`src/rtl/lfr_pkg.sv`:
```
package lfr_pkg;
  typedef enum logic [2:0] {
    ST_IDLE, ST_ARB, ST_ADDR, ST_DATA, ST_BACKOFF, ST_DONE, ST_FAIL
  } lfrState_t;

  // strobes from control to datapath
  typedef struct packed {
    logic loadReq;       // capture a new line request
    logic startAttempt;  // an address cycle is issued
    logic beat;          // a data phase completes this cycle
    logic countRetry;    // a stop ended an attempt with no data
  } lfrStrobe_t;
endpackage

```
`src/rtl/lfr_datapath.sv`:
```
module lfr_datapath
  import lfr_pkg::*;
#(
  parameter int ADDR_W      = 32,
  parameter int DATA_W      = 32,
  parameter int LINE_DWORDS = 4,
  parameter int RETRY_LIMIT = 16
) (
  input  logic                              clk,
  input  logic                              rstN,
  input  lfrStrobe_t                        strobe,
  input  logic [ADDR_W-1:0]                 reqAddr,
  input  logic [DATA_W-1:0]                 busRdData,
  output logic [ADDR_W-1:0]                 busAddr,
  output logic                              lbWrEn,
  output logic [$clog2(LINE_DWORDS)-1:0]    lbWrIdx,
  output logic [DATA_W-1:0]                 lbWrData,
  output logic                              lineFull,
  output logic                              lastOwed,
  output logic                              progress,
  output logic                              retryOver
);
  localparam int IDX_W      = $clog2(LINE_DWORDS);
  localparam int WORD_BYTES = DATA_W / 8;
  localparam int WORD_OFF_W = $clog2(WORD_BYTES);
  localparam int LINE_BYTES = LINE_DWORDS * WORD_BYTES;
  localparam int MISS_W     = $clog2(LINE_DWORDS + 1);
  localparam int CNT_W      = $clog2(RETRY_LIMIT + 2);

  logic [ADDR_W-1:0]      baseQ;
  logic [LINE_DWORDS-1:0] validMap;
  logic [IDX_W-1:0]       beatIdx;
  logic [IDX_W-1:0]       firstMissing;
  logic [MISS_W-1:0]      missingCount;
  logic [CNT_W-1:0]       retryCnt;
  logic                   progressQ;

  // first dword not yet received
  always_comb begin
    logic found;
    found        = 1'b0;
    firstMissing = '0;
    for (int i = 0; i < LINE_DWORDS; i++) begin
      if (!validMap[i] && !found) begin
        firstMissing = IDX_W'(i);
        found        = 1'b1;
      end
    end
  end

  always_comb begin
    missingCount = '0;
    for (int i = 0; i < LINE_DWORDS; i++)
      if (!validMap[i]) missingCount = missingCount + MISS_W'(1);
  end

  always_ff @(posedge clk) begin
    if (!rstN) begin
      baseQ     <= '0;
      validMap  <= '0;
      beatIdx   <= '0;
      retryCnt  <= '0;
      progressQ <= 1'b0;
    end else begin
      if (strobe.loadReq) begin
        baseQ     <= reqAddr & ~ADDR_W'(LINE_BYTES - 1);
        validMap  <= '0;
        retryCnt  <= '0;
        progressQ <= 1'b0;
      end
      if (strobe.startAttempt) begin
        beatIdx   <= firstMissing;
        progressQ <= 1'b0;
      end
      if (strobe.beat) begin
        validMap[beatIdx] <= 1'b1;
        beatIdx           <= beatIdx + IDX_W'(1);
        progressQ         <= 1'b1;
      end
      if (strobe.countRetry && retryCnt != CNT_W'(RETRY_LIMIT + 1))
        retryCnt <= retryCnt + CNT_W'(1);
    end
  end

  assign busAddr   = baseQ | (ADDR_W'(firstMissing) << WORD_OFF_W);
  assign lbWrEn    = strobe.beat;
  assign lbWrIdx   = beatIdx;
  assign lbWrData  = busRdData;
  assign lineFull  = &validMap;
  assign lastOwed  = (missingCount == MISS_W'(1));
  assign progress  = progressQ;
  assign retryOver = (retryCnt > CNT_W'(RETRY_LIMIT));

  // a dword already received is never written again in the same fill
  assert_no_rewrite_R7: assert property (@(posedge clk) disable iff (!rstN)
    strobe.beat |-> !validMap[beatIdx]);

  // received dwords stay received until a new request
  assert_map_keeps_R3: assert property (@(posedge clk) disable iff (!rstN)
    !strobe.loadReq |=> ((validMap & $past(validMap)) == $past(validMap)));
endmodule

```
`src/rtl/lfr_control.sv`:
```
module lfr_control
  import lfr_pkg::*;
(
  input  logic       clk,
  input  logic       rstN,
  input  logic       reqStart,
  input  logic       busGnt,
  input  logic       busTrdy,
  input  logic       busStop,
  input  logic       busDevsel,
  input  logic       lineFull,
  input  logic       lastOwed,
  input  logic       progress,
  input  logic       retryOver,
  output lfrStrobe_t strobe,
  output logic       busReq,
  output logic       busFrame,
  output logic       busIrdy,
  output logic       lineValid,
  output logic       fillError,
  output logic       busy
);
  lfrState_t state, nextState;
  logic      beatNow;

  assign beatNow = busDevsel && busTrdy;

  always_comb begin
    nextState = state;
    strobe    = '0;
    busReq    = 1'b0;
    busFrame  = 1'b0;
    busIrdy   = 1'b0;
    lineValid = 1'b0;
    fillError = 1'b0;
    unique case (state)
      ST_IDLE: if (reqStart) begin
        strobe.loadReq = 1'b1;
        nextState      = ST_ARB;
      end
      ST_ARB: begin
        busReq = 1'b1;
        if (busGnt) nextState = ST_ADDR;
      end
      ST_ADDR: begin
        busReq              = 1'b1;
        busFrame            = 1'b1;
        strobe.startAttempt = 1'b1;
        nextState           = ST_DATA;
      end
      ST_DATA: begin
        busReq      = 1'b1;
        busFrame    = !lastOwed;
        busIrdy     = 1'b1;
        strobe.beat = beatNow;
        if (busStop) begin
          strobe.countRetry = !(progress || beatNow);
          nextState         = ST_BACKOFF;
        end else if (beatNow && lastOwed) begin
          nextState = ST_DONE;
        end
      end
      ST_BACKOFF: begin
        if (lineFull)       nextState = ST_DONE;
        else if (retryOver) nextState = ST_FAIL;
        else                nextState = ST_ARB;
      end
      ST_DONE: begin
        lineValid = 1'b1;
        nextState = ST_IDLE;
      end
      ST_FAIL: begin
        fillError = 1'b1;
        nextState = ST_IDLE;
      end
      default: nextState = ST_IDLE;
    endcase
  end

  always_ff @(posedge clk) begin
    if (!rstN) state <= ST_IDLE;
    else       state <= nextState;
  end

  assign busy = (state != ST_IDLE);

  // bus released in the cycle after a target stop
  assert_release_after_stop_R5: assert property (@(posedge clk) disable iff (!rstN)
    (busIrdy && busStop) |=> (!busReq && !busFrame && !busIrdy));

  // an address cycle is always followed by a data cycle
  assert_addr_then_data_R2: assert property (@(posedge clk) disable iff (!rstN)
    (busFrame && !busIrdy) |=> busIrdy);

  // completion only reported with every dword present
  assert_valid_needs_full_R8: assert property (@(posedge clk) disable iff (!rstN)
    lineValid |-> lineFull);

  // never completion and abort together, and abort only past the limit
  assert_error_after_limit_R9: assert property (@(posedge clk) disable iff (!rstN)
    fillError |-> (retryOver && !lineFull));
endmodule

```
`src/rtl/lfr_top.sv`:
```
module lfr_top
  import lfr_pkg::*;
#(
  parameter int ADDR_W      = 32,
  parameter int DATA_W      = 32,
  parameter int LINE_DWORDS = 4,
  parameter int RETRY_LIMIT = 16
) (
  input  logic                           clk,
  input  logic                           rstN,
  input  logic                           reqStart,
  input  logic [ADDR_W-1:0]              reqAddr,
  output logic                           busy,
  output logic                           lineValid,
  output logic                           fillError,
  output logic                           busReq,
  input  logic                           busGnt,
  output logic                           busFrame,
  output logic                           busIrdy,
  input  logic                           busTrdy,
  input  logic                           busStop,
  input  logic                           busDevsel,
  output logic [ADDR_W-1:0]              busAddr,
  input  logic [DATA_W-1:0]              busRdData,
  output logic                           lbWrEn,
  output logic [$clog2(LINE_DWORDS)-1:0] lbWrIdx,
  output logic [DATA_W-1:0]              lbWrData
);
  lfrStrobe_t strobe;
  logic lineFull, lastOwed, progress, retryOver;

  lfr_control u_ctrl (
    .clk(clk), .rstN(rstN), .reqStart(reqStart), .busGnt(busGnt),
    .busTrdy(busTrdy), .busStop(busStop), .busDevsel(busDevsel),
    .lineFull(lineFull), .lastOwed(lastOwed), .progress(progress),
    .retryOver(retryOver), .strobe(strobe), .busReq(busReq),
    .busFrame(busFrame), .busIrdy(busIrdy), .lineValid(lineValid),
    .fillError(fillError), .busy(busy)
  );

  lfr_datapath #(
    .ADDR_W(ADDR_W), .DATA_W(DATA_W),
    .LINE_DWORDS(LINE_DWORDS), .RETRY_LIMIT(RETRY_LIMIT)
  ) u_dp (
    .clk(clk), .rstN(rstN), .strobe(strobe), .reqAddr(reqAddr),
    .busRdData(busRdData), .busAddr(busAddr), .lbWrEn(lbWrEn),
    .lbWrIdx(lbWrIdx), .lbWrData(lbWrData), .lineFull(lineFull),
    .lastOwed(lastOwed), .progress(progress), .retryOver(retryOver)
  );
endmodule

```
`config.mk`:
```
export PLATFORM = sky130hd
export DESIGN_NAME = lfr_top
export DESIGN_NICKNAME = d
export VERILOG_FILES = /design/src/rtl/lfr_pkg.sv /design/src/rtl/lfr_datapath.sv /design/src/rtl/lfr_control.sv /design/src/rtl/lfr_top.sv
export SDC_FILE = /design/constraint.sdc
export NUM_CORES = 1
export LEC_CHECK = 0
export ABC_CLOCK_PERIOD_IN_PS = 4300
export CORE_MARGIN = 2
export CORE_UTILIZATION = 30
export DETAILED_ROUTE_END_ITERATION = 8
export PLACE_DENSITY = 0.67
export SLEW_MARGIN = 30
export SYNTH_ARGS = -nofsm -noshare
export SYNTH_HDL_FRONTEND = slang
export SYNTH_SLANG_ARGS = --single-unit
```
`constraint.sdc`:
```
create_clock -name clk -period 4.3 [get_ports clk]
set_clock_uncertainty 0.2 [all_clocks]
set_input_delay 1.29 -clock clk [delete_from_list [all_inputs] [get_ports clk]]
set_output_delay 1.29 -clock clk [all_outputs]
set_load 0.01 [all_outputs]
```
== Word-level counts from Yosys, hierarchy flattened ==
Index checks and enable logic that the tools add are counted.

* Register bits: 43
* Output and inout bits: 73

* Order comparisons: 3
* Bitwise operators: 2
* Eq/ne operators: 11
* Multiplexer cells: 39
* Reduce and logical (&&, ||, !) cells: 23
* Add/subtract/negate cells: 5

{| class="wikitable"
|+ Operators with widths
! operator !! number
|-
| 32-bit by 4-bit bitwise OR with 32-bit output || 1
|-
| 3-bit 2-to-1 mux || 9
|-
| 1-bit 2-to-1 mux || 17
|-
| 3-bit case mux with 5 select lines || 1
|-
| 4-bit 2-to-1 mux || 3
|-
| 2-bit 2-to-1 mux || 5
|-
| 5-bit 2-to-1 mux || 2
|-
| 3-bit == test, second input constant || 3
|-
| 1-bit logical AND || 7
|-
| 1-bit logical NOT || 7
|-
| 3-bit by 1-bit adder with 3-bit output, second input constant || 2
|-
| 3-bit by 1-bit == test with 1-bit output, second input constant || 2
|-
| 3-bit by 2-bit == test with 1-bit output, second input constant || 2
|-
| 3-bit nonzero test || 2
|-
| 5-bit by 1-bit adder with 5-bit output, second input constant || 1
|-
| 5-bit greater-than comparator, second input constant || 1
|-
| 5-bit != test, second input constant || 1
|-
| 2-bit != test, second input constant || 2
|-
| 4-bit bitwise OR || 1
|-
| 4-bit AND reduction || 1
|-
| 2-bit nonzero test || 2
|-
| 3-bit logical NOT || 1
|-
| 2-bit by 3-bit less-than comparator with 1-bit output, second input constant || 1
|-
| 3-bit by 2-bit != test with 1-bit output, second input constant || 1
|-
| other kinds (8) || 8
|}

== Depth between registers and ports, before layout ==
Gate-level depths: netlist of the first run.

* Depth after elaboration: 12
* Mapped depth: 9
* Mapped depth without buffers: 9

== Hierarchy ==
From an unflattened synthesis of the first run, not the netlist that was laid out.

* Cells, all modules: 256
* Area, all modules: 2,364.8 µm²

{| class="wikitable"
|+ Modules (own cells, without submodules)
! module !! cells an instance !! times used !! sequential area each (µm²) !! area each (µm²)
|-
| lfr_datapath || 221 || 1 || 800.8 || 2,047.0
|-
| lfr_control || 35 || 1 || 60.1 || 317.8
|}

== Worst setup path before layout of the first run ==
No wires, ideal clock.

* Path kind: flip-flop to output port
* Start: reg u_dp.validMap[0]
* End: out busFrame
* Cell stages (with the launch flop): 9
* Slack: 894 ps
* Data arrival time: 1,916 ps
* Buffers on the path: 0
* Cell sequence: dfxtp_1 -> inv_1 -> ha_1 -> xnor2_1 -> ha_1 -> or3_1 -> o211a_1 -> nor3_1 -> a21oi_1

* Cells in the longest elaborated chain, start to end: 10

{| class="wikitable"
|+ Ends and longest elaborated chain
! item !! line !! RTL
|-
| from (decl) || lfr_datapath.sv:31 || <nowiki>logic [LINE_DWORDS-1:0] validMap;</nowiki>
|-
| from (signal assigned) || lfr_datapath.sv:60 || <nowiki>validMap <= '0;</nowiki>
|-
| from (signal assigned) || lfr_datapath.sv:67 || <nowiki>validMap <= '0;</nowiki>
|-
| from (signal, indexed assignment) || lfr_datapath.sv:76 || <nowiki>validMap[beatIdx] <= 1'b1;</nowiki>
|-
| 1-bit 2-to-1 mux * || lfr_datapath.sv:54 || <nowiki>if (!validMap[i]) missingCount = missingCount + MISS_W'(1);</nowiki>
|-
| 1-bit by 1-bit adder with 2-bit output || lfr_datapath.sv:54 ||
|-
| 3-bit 2-to-1 mux * || lfr_datapath.sv:54 ||
|-
| 3-bit by 1-bit adder with 3-bit output || lfr_datapath.sv:54 ||
|-
| 3-bit 2-to-1 mux * || lfr_datapath.sv:54 ||
|-
| 3-bit by 1-bit adder with 3-bit output || lfr_datapath.sv:54 ||
|-
| 3-bit 2-to-1 mux * || lfr_datapath.sv:54 ||
|-
| 3-bit by 1-bit == test with 1-bit output * || lfr_datapath.sv:90 || <nowiki>assign lastOwed = (missingCount == MISS_W'(1));</nowiki>
|-
| 1-bit logical NOT * || lfr_control.sv:53 || <nowiki>busFrame = !lastOwed;</nowiki>
|-
| 1-bit case mux with 2 select lines * || lfr_control.sv:36 || <nowiki>unique case (state)</nowiki>
|-
| to (decl) || lfr_top.sv:18 || <nowiki>output logic busFrame,</nowiki>
|}

Mark *: on every way between the ends. The rest lies on a longest branch, timed or not.

== Worst setup path in the final report of the first run ==
* Start: in busDevsel
* End: out lbWrEn

* Cells in the longest elaborated chain, start to end: 2

{| class="wikitable"
|+ Ends and longest elaborated chain
! item !! line !! RTL
|-
| from (decl) || lfr_top.sv:22 || <nowiki>input logic busDevsel,</nowiki>
|-
| 1-bit logical AND || lfr_control.sv:26 || <nowiki>assign beatNow = busDevsel && busTrdy;</nowiki>
|-
| 2-bit 2-to-1 mux || lfr_control.sv:36 ||
|-
| to (decl) || lfr_top.sv:25 || <nowiki>output logic lbWrEn,</nowiki>
|}

No other way between the ends.

==> results of run 1 <==
## synth_stat cells (2+ instances only)
library cell,count
or3_1,4
nor3b_1,2
a21oi_1,42
buf_4,35
nand3b_1,2
nor2_1,13
nand3_1,10
a22oi_1,5
clkbuf_1,13
a211oi_1,2
and3_1,3
o221ai_1,2
a31oi_1,2
nor3_1,2
ha_1,12
nand2_1,62
xnor2_1,2
nor4b_1,2
inv_1,13
nand2b_1,2
dfxtp_1,43
mux2i_1,3
## worst max-delay path, stage by stage
cell,delay (ns)
clkdlybuf4s50_1,0.49
nand3_1,0.12
inv_1,0.17
clkdlybuf4s50_1,0.57
## kinds of logic (layout without fill, tap and decap cells)
logic type                 after synthesis  in the layout  share of synthesized area
AOI/OAI and AO/OA                       63             63                      0.163
xor gates and xnor gates                 2              2                    0.00747
adders and majority gates               12             12                     0.0640
buffers and inverters                   62             98                      0.156
DFF                                     43             43                      0.367
muxes                                    4              4                     0.0192
other                                    1              2                    0.00160
and+or+nand+nor                        111            111                      0.222
## cell type report
type | instances | area [um2]
clock buffers | 6 | 72.6
well taps | 102 | 128
clock inverters | 2 | 12.5
inverters | 13 | 48.8
fillers | 792 | 4630
repair buffers | 77 | 759
multi-input cells | 194 | 1130
flip-flops and latches | 43 | 862
## per-stage QoR
| step | setup WS, ns | cell area (um2) | hold WS (ns) |
|---|---|---|---|
| after floorplan | 0.894 | 2350 | 0.243 |
| final | 0.169 | 3020 | 0.255 |
| after CTS | 0.153 | 3010 | 0.261 |
| after global placement | 0.157 | 2930 | 0.241 |
| after detailed placement | 0.162 | 2930 | 0.248 |
| after global routing | 0.00153 | 3020 | 0.280 |
## routing by layer
metal,vias to the layer above,GRT usage
met5,-,0
met4,0,0.0386
met3,4,0.0277
met2,42,0.221
met1,957,0.154
li1,1041,-
## report_power, final
group / internal (W) / switching, W / total, W
logic: 0.000101 / 0.0000859 / 0.000186
clock network: 0.000114 / 0.000135 / 0.000249
registers: 0.000421 / 0.0000200 / 0.000441
total: 0.000635 / 0.000241 / 0.000876
## sequential cells by signal, indices dropped and copies added (netlist names)
name	flops
u_dp.baseQ	28
u_dp.progress	1
u_dp.retryCnt	5
u_dp.lbWrIdx	2
u_dp.validMap	4
u_ctrl.state	3
## placed cells by master, fill, tap and decap left out, types with 2 or more instances in the layout
cell type,synthesis,final
clkdlybuf4s50_1,0,72
nand2_1,62,62
a21oi_1,42,42
dfxtp_1,43,42
inv_1,13,13
nor2_1,13,13
ha_1,12,12
nand3_1,10,10
a22oi_1,5,5
clkbuf_8,0,5
or3_1,4,4
buf_4,35,4
and3_1,3,3
mux2i_1,3,3
xnor2_1,2,2
nor3b_1,2,2
nand3b_1,2,2
nand2b_1,2,2
o221ai_1,2,2
a31oi_1,2,2
a211oi_1,2,2
conb_1,1,2
## final timing paths
| check | from | endpoint | slack (ns) | cells past startpoint |
|---|---|---|---|---|
| worst max-delay path | busDevsel | lbWrEn | 0.17 | 4 |
| worst min-delay path | u_dp.baseQ[7] | u_dp.baseQ[7] | 0.26 | 2 |
| worst max register to register | u_dp.validMap[1] | u_ctrl.state[1] | 1.52 | 8 |
| worst min register to register | u_dp.baseQ[7] | u_dp.baseQ[7] | 0.26 | 2 |
==> flow_summary.json, run 1 <==
{
  "yosys.area.top_type_share": 0.367,
  "grt_overflow": 0,
  "cts_tree": "built",
  "synth_cell_types": 44,
  "avgViaCountPerCell": 4.68,
  "wl_per_cell_um": 12.6,
  "post_cts_buffers": 0,
  "max_freq_ghz": 0.242,
  "ys_seq_area_frac": 0.367,
  "wl_met2_um": 2830,
  "fin_util": 0.394,
  "synth_area_leaders": "dfxtp_1, buf_4, nand2_1",
  "cts.sinks": 43,
  "p_per_area_nw_per_um2": 290,
  "synthCells": 298,
  "crit_path_end_kind": "output pin",
  "synth_edf_count": 0,
  "maxSlewViolCount": 0,
  "grt_pass1_wl_um": 8980,
  "yosys_warnings": 0,
  "yosys_register_bits": 43,
  "clock_latency_ns": 0.28,
  "finalHoldViolCount": 0,
  "peakVddDrop_mv": 0.106,
  "antenna_found_initial": 0,
  "core_area_um2": 7650,
  "status": "completed",
  "top_layer": "met4",
  "rows": 32,
  "hpwl_um": 3870,
  "power_w": 0.000876,
  "dr_total_vias": 2044,
  "syn_to_final_growth_pct": 28.7,
  "cts_buffers": 5,
  "yosys.area.top_type": "dfxtp_1",
  "totalWireLength_um": 5490,
  "setup_viol": 0,
  "place_congestion": 0.793,
  "fp.dieH_um": 92.4,
  "rsz0062_at_grt": "false",
  "grt_pass1_vias": 1934,
  "clockBufferDepth": 2,
  "wl_met1_um": 2380,
  "start_util": 0.307,
  "clockRootBuffer": "clkbuf_8",
  "numPortBuffers": 73,
  "min_period_ns": 4.13,
  "die_area_um2": 8540,
  "tns_ns": 0,
  "clkTransAtPathRegs_ns": 0.08,
  "synth_flop_cell": "dfxtp_1",
  "grt_use_total": 0.126,
  "pin_count": 144,
  "cp-start-kind": "input pin",
  "final_cells": 437,
  "worstSetupPathType": "in -> out",
  "die_w_um": 92.4,
  "ctsHoldBuffers": 0,
  "synth_area_um2": 2340,
  "cp.required_ns": 2.81,
  "layout.nets": 417,
  "postCtsResizedCells": 1,
  "p_leak_nw": 1.12,
  "grt_start_max_net_pins": 38,
  "antenna_left": 0,
  "drv_cap": 0,
  "place_inst": 429,
  "max-slew-margin-rel": 0.388,
  "drive_above_1_share": 0.0567,
  "async_flop_share": 0,
  "finalCritPeriodShare": 0.961,
  "arrival_ns": 2.64,
  "worst_pin_slew_ns": 0.906,
  "met3_length_um": 232,
  "drc": 0,
  "htree_levels": 2,
  "cp_max_fo": 5,
  "syn-mean-instance-area_um2": 7.87,
  "hold_path.class": "reg -> reg",
  "dr.pass1.iters": 4,
  "drt_iter0_drc": 76,
  "diodes": 0
}
(Power assumes the default switching activity.)
==> run 2: changes to the inputs <==
--- a/config.mk
+++ b/config.mk
@@ -6,11 +6,11 @@
 export NUM_CORES = 1
 export LEC_CHECK = 0
 export ABC_CLOCK_PERIOD_IN_PS = 4300
-export CORE_MARGIN = 2
 export CORE_UTILIZATION = 30
 export DETAILED_ROUTE_END_ITERATION = 8
+export HOLD_SLACK_MARGIN = 0.06
 export PLACE_DENSITY = 0.67
-export SLEW_MARGIN = 30
+export SLEW_MARGIN = 20
 export SYNTH_ARGS = -nofsm -noshare
 export SYNTH_HDL_FRONTEND = slang
 export SYNTH_SLANG_ARGS = --single-unit
==> flow_summary.json, run 2 (synthesis results as in run 1) <==
{
  "status": "completed",
  "fin_ws_ns": 0.122,
  "peakVddDrop_mv": 0.204,
  "setup_viol": 0,
  "ctsHoldBuffers": 0,
  "use_met1": 0.171,
  "numPortBuffers": 73,
  "totalWireLength_um": 5650,
  "cp-start-kind": "register",
  "max_freq_ghz": 0.239,
  "finalHoldViolCount": 0,
  "drive_above_1_share": 0.0710,
  "regMostFlops": "u_dp.baseQ",
  "wl_per_cell_um": 12.9,
  "cp_max_fo": 5,
  "dr_total_vias": 2096,
  "drt_iter0_drc": 111,
  "die_area_um2": 8170,
  "die_w_um": 90.4,
  "cp_top_family": "adder cells",
  "worst_pin_slew_ns": 0.861,
  "largest_reg_flops": 28,
  "clock_latency_ns": 0.29,
  "cts_tree": "built",
  "post_cts_buffers": 0,
  "arrival_ns": 2.69,
  "cp_cell_sequence": "inv_1 -> ha_4 -> xnor2_1 -> ha_1 -> or3_1 -> o211a_1 -> nor3_1 -> a21oi_1 -> clkdlybuf4s50_1",
  "fin_util": 0.418,
  "antenna_left": 0,
  "busiest_layer": "met2",
  "avgViaCountPerCell": 4.80,
  "cts_buffers": 5,
  "dp_slack_ns": 0.228,
  "layout_common_cells": "clkdlybuf4s50_1, nand2_1, a21oi_1",
  "htree_levels": 2,
  "worstSetupPathType": "reg -> out",
  "grt_start_max_net_pins": 42,
  "maxSlewViolCount": 0,
  "grt_pass1_vias": 1918,
  "fp.dieH_um": 90.4,
  "antenna_found_initial": 0,
  "slowest_delay_ns": 0.48,
  "use_met3": 0.0412,
  "final_common_cell": "clkdlybuf4s50_1",
  "dr.pass1.iters": 4,
  "core_area_um2": 7410,
  "finalCritPeriodShare": 0.972,
  "pin_count": 144,
  "clockRootBuffer": "clkbuf_8",
  "clockBufferDepth": 2,
  "rows": 31,
  "crit_path_end_kind": "output pin",
  "grt_use_met2": 0.221,
  "cts.sinks": 43,
  "reg_top3": "u_dp.baseQ: 28 flops, u_dp.retryCnt: 5 flops, u_dp.validMap: 4 flops",
  "tns_ns": 0,
  "p_per_area_nw_per_um2": 326,
  "hold_path.class": "reg -> reg",
  "min_period_ns": 4.18,
  "place_congestion": 0.780,
  "max-slew-margin-rel": 0.418,
  "clkTransAtPathRegs_ns": 0.09,
  "slowest_stage": "clkdlybuf4s50_1",
  "grt_overflow": 0,
  "layout.nets": 420,
  "drv_cap": 0,
  "diodes": 0,
  "rsz0062_at_grt": "false",
  "critPathBufInv": 2,
  "syn_to_final_growth_pct": 32.2,
  "grt_use_total": 0.137,
  "start_util": 0.317,
  "cp.required_ns": 2.81,
  "drc": 0,
  "grt_pass1_wl_um": 9130,
  "hpwl_um": 3920,
  "p_leak_nw": 1.16
}
==> run 2: layout make-up <==
class | count | area, um2
well taps | 99 | 124
multi-input cells | 194 | 1150
repair buffers | 80 | 783
clock buffers | 6 | 72.6
clock inverters | 2 | 60.1
inverters | 13 | 48.8
fillers | 764 | 4310
flip-flops and latches | 43 | 863
==> run 2: worst register-to-register path, stage by stage, from the launching register on <==
cell and delay [ns]:
dfxtp_2 0.38, inv_1 0.08, ha_4 0.26, xnor2_1 0.13, ha_1 0.32, or3_1 0.31, o211a_1 0.16, or4_1 0.50
a32o_1 0.21
==> run 2: through the flow <==
stage / std cells / instance area, um2 / total power (W) / hold WS [ns]
after floorplan: 299 / 2350 / 0.000569 / 0.243
after global placement: 429 / 2950 / 0.000641 / 0.242
after detailed placement: 429 / 2950 / 0.000644 / 0.248
after CTS: 437 / 3090 / 0.00103 / 0.258
after global routing: 437 / 3100 / 0.00106 / 0.278
final: 437 / 3100 / 0.00101 / 0.257
==> run 2: final timing paths <==
path | startpoint | endpoint | slack (ns) | depth (start not counted)
setup reg to reg | u_dp.validMap[0] | u_ctrl.state[1] | 1.65 | 8
hold reg to reg | u_dp.baseQ[8] | u_dp.baseQ[8] | 0.26 | 2
setup / recovery | u_dp.validMap[0] | busFrame | 0.12 | 9
hold / removal | u_dp.baseQ[8] | u_dp.baseQ[8] | 0.26 | 2
==> run 2: what timing repair did <==
item / in CTS / in global routing
gates resized for setup: 3 / 1
setup endpoints to repair: 1 / 1
hold endpoints to repair: 0 / 0
==> run 2: power breakdown <==
group	leakage, nW	switching [W]	total (W)	internal [W]
logic	0.742	0.0000944	0.000199	0.000105
clock network	0.0654	0.000144	0.000377	0.000232
registers	0.352	0.0000146	0.000435	0.000421
total	1.16	0.000253	0.00101	0.000758
==> run 2: metal layers <==
metal  up-vias  part of all wire
li1       1046                 -
met1       975              0.43
met3         9             0.068
met2        66              0.49
met4         0             0.014
met5         -                 0
==> run 3: changes to the inputs <==
--- a/config.mk
+++ b/config.mk
@@ -6,10 +6,11 @@
 export NUM_CORES = 1
 export LEC_CHECK = 0
 export ABC_CLOCK_PERIOD_IN_PS = 4300
-export CORE_UTILIZATION = 30
+export CORE_UTILIZATION = 40
 export DETAILED_ROUTE_END_ITERATION = 8
 export HOLD_SLACK_MARGIN = 0.06
-export PLACE_DENSITY = 0.67
+export PLACE_DENSITY = 0.86
+export RECOVER_POWER = 50
 export SLEW_MARGIN = 20
 export SYNTH_ARGS = -nofsm -noshare
 export SYNTH_HDL_FRONTEND = slang
==> flow_summary.json, run 3 (synthesis results as in run 1) <==
{
  "status": "completed",
  "clockBufferDepth": 2,
  "cp_max_fo": 3,
  "clock_latency_ns": 0.29,
  "setup_viol": 0,
  "worst_pin_slew_ns": 0.807,
  "grt_pass1_wl_um": 8670,
  "p_comb_frac": 0.208,
  "min-delay-start": "u_dp.baseQ[31]",
  "arrival_ns": 2.63,
  "slowest_delay_ns": 0.57,
  "layout.nets": 419,
  "hpwl_um": 3690,
  "wl_per_cell_um": 12.7,
  "core_area_um2": 5570,
  "ff2ff_setup_slack_ns": 1.54,
  "worstRegToRegCells": 8,
  "p_sw_w": 0.000238,
  "clkTransAtPathRegs_ns": 0.08,
  "crit_path_end_kind": "output pin",
  "layout_common_cells": "nand2_1, a21oi_1, clkdlybuf4s50_1, dfxtp_1, dlygate4sd3_1",
  "drt_iter0_drc": 113,
  "cts.sinks": 43,
  "final_common_cell": "nand2_1",
  "grt_use_total": 0.178,
  "p_per_area_nw_per_um2": 291,
  "tns_ns": 0,
  "dr_total_vias": 2058,
  "internal_power_w": 0.000630,
  "hold_path.class": "reg -> reg",
  "crit-reg2reg-launch": "u_dp.validMap[1]",
  "die_w_um": 78.6,
  "peakVddDrop_mv": 0.198,
  "worst_hold_slack_ns": 0.251,
  "maxSlewViolCount": 0,
  "pin_count": 144,
  "regMostFlops": "u_dp.baseQ",
  "p_seq_frac": 0.506,
  "fp.dieH_um": 78.6,
  "cp.required_ns": 2.81,
  "multi_input_area_um2": 1130,
  "drive_above_1_share": 0.0534,
  "avgViaCountPerCell": 5.03,
  "grt_overflow": 0,
  "hold_depth": 2,
  "rsz0062_at_grt": "false",
  "cts_tree": "built",
  "dr.pass1.iters": 4,
  "min_to": "u_dp.baseQ[31]",
  "min_period_ns": 4.12,
  "worstSetupPathType": "in -> out",
  "rows": 27,
  "start_util": 0.421,
  "ctsHoldBuffers": 0,
  "cp_cell_sequence": "dlygate4sd3_1 -> nand3_1 -> inv_1 -> clkdlybuf4s50_1",
  "numPortBuffers": 73,
  "n_fill_cell": 518,
  "r2r-end": "u_ctrl.state[1]",
  "syn_to_final_growth_pct": 27.2,
  "die_area_um2": 6170,
  "max_freq_ghz": 0.243,
  "sw_frac_of_total": 0.275,
  "antenna_left": 0,
  "diodes": 0,
  "p_leak_nw": 1.21,
  "cts_buffers": 5,
  "totalWireLength_um": 5180,
  "finalCritPeriodShare": 0.959,
  "fin_util": 0.535,
  "p_clk_frac": 0.286,
  "drc": 0,
  "antenna_found_initial": 0,
  "slowest_stage": "dlygate4sd3_1",
  "htree_levels": 2,
  "grt_pass1_vias": 1960,
  "place_congestion": 0.799,
  "grt_start_max_net_pins": 30,
  "finalHoldViolCount": 0,
  "max-slew-margin-rel": 0.455,
  "cp-start-kind": "input pin",
  "reg_top3": "u_dp.baseQ: 28 flops, u_dp.retryCnt: 5 flops, u_dp.validMap: 4 flops",
  "drv_cap": 0,
  "clockRootBuffer": "clkbuf_8",
  "seqCellArea_um2": 862,
  "largest_reg_flops": 28
}
==> run 3: repair_timing <==
action / in CTS / in global routing
setup buffers: 0 / 0
endpoints found under the hold margin: 0 / 0
resized for setup: 2 / 0
setup endpoints to repair: 1 / 0
==> run 3: area by class of cell <==
class                   instances  area share
clock buffers                   7      0.0256
clock inverters                 1     0.00168
inverters                      13      0.0164
multi-input cells             194       0.379
flip-flops and latches         43       0.289
well taps                      72      0.0302
repair buffers                 79       0.258
==> run 3: metrics by stage <==
| stage | cell area, um2 | setup slack (ns) | cells | power [W] |
|---|---|---|---|---|
| after CTS | 2990 | 0.170 | 409 | 0.000893 |
| after global routing | 2980 | 0.0187 | 409 | 0.000916 |
| after detailed placement | 2900 | 0.258 | 401 | 0.000640 |
| final | 2980 | 0.178 | 409 | 0.000868 |
| after floorplan | 2350 | 0.894 | 299 | 0.000569 |
| after global placement | 2900 | 0.246 | 401 | 0.000635 |
==> run 3: how the worst max path moves through the flow <==
stage / startpoint / endpoint / slack (ns)
6_report: busDevsel / lbWrEn / 0.18
4_1_cts: u_dp.validMap[1] / busFrame / 0.17
2_1_floorplan: u_dp.validMap[0] / busFrame / 0.89
5_1_grt: u_dp.validMap[1] / busFrame / 0.02
3_3_place_gp: busDevsel / lbWrEn / 0.25
3_5_place_dp: busTrdy / lbWrEn / 0.26
==> run 3: power by group through the flow <==
stage               clock network [W]  registers (W)  logic [W]
CTS                          0.000263       0.000440   0.000190
global route                 0.000274       0.000443   0.000199
finish                       0.000248       0.000439   0.000180
floorplan                           0       0.000451   0.000118
detailed placement                  0       0.000449   0.000190
global placement                    0       0.000448   0.000187
==> run 3: critical path, delay by kind of cell <==
| family | cells | cell delay (ns) |
|---|---|---|
| buf+inv | 3 | 1.23 |
| simple gates | 1 | 0.12 |
==> run 3: routing by layer <==
layer | wire [um] | part of all wire | up-vias | GRT usage
li1 | - | - | 1049 | -
met2 | 2580 | 0.50 | 56 | 0.307
met5 | 0 | 0 | - | 0
met4 | 84 | 0.016 | 0 | 0.0722
met1 | 2180 | 0.42 | 938 | 0.198
met3 | 333 | 0.064 | 15 | 0.0616
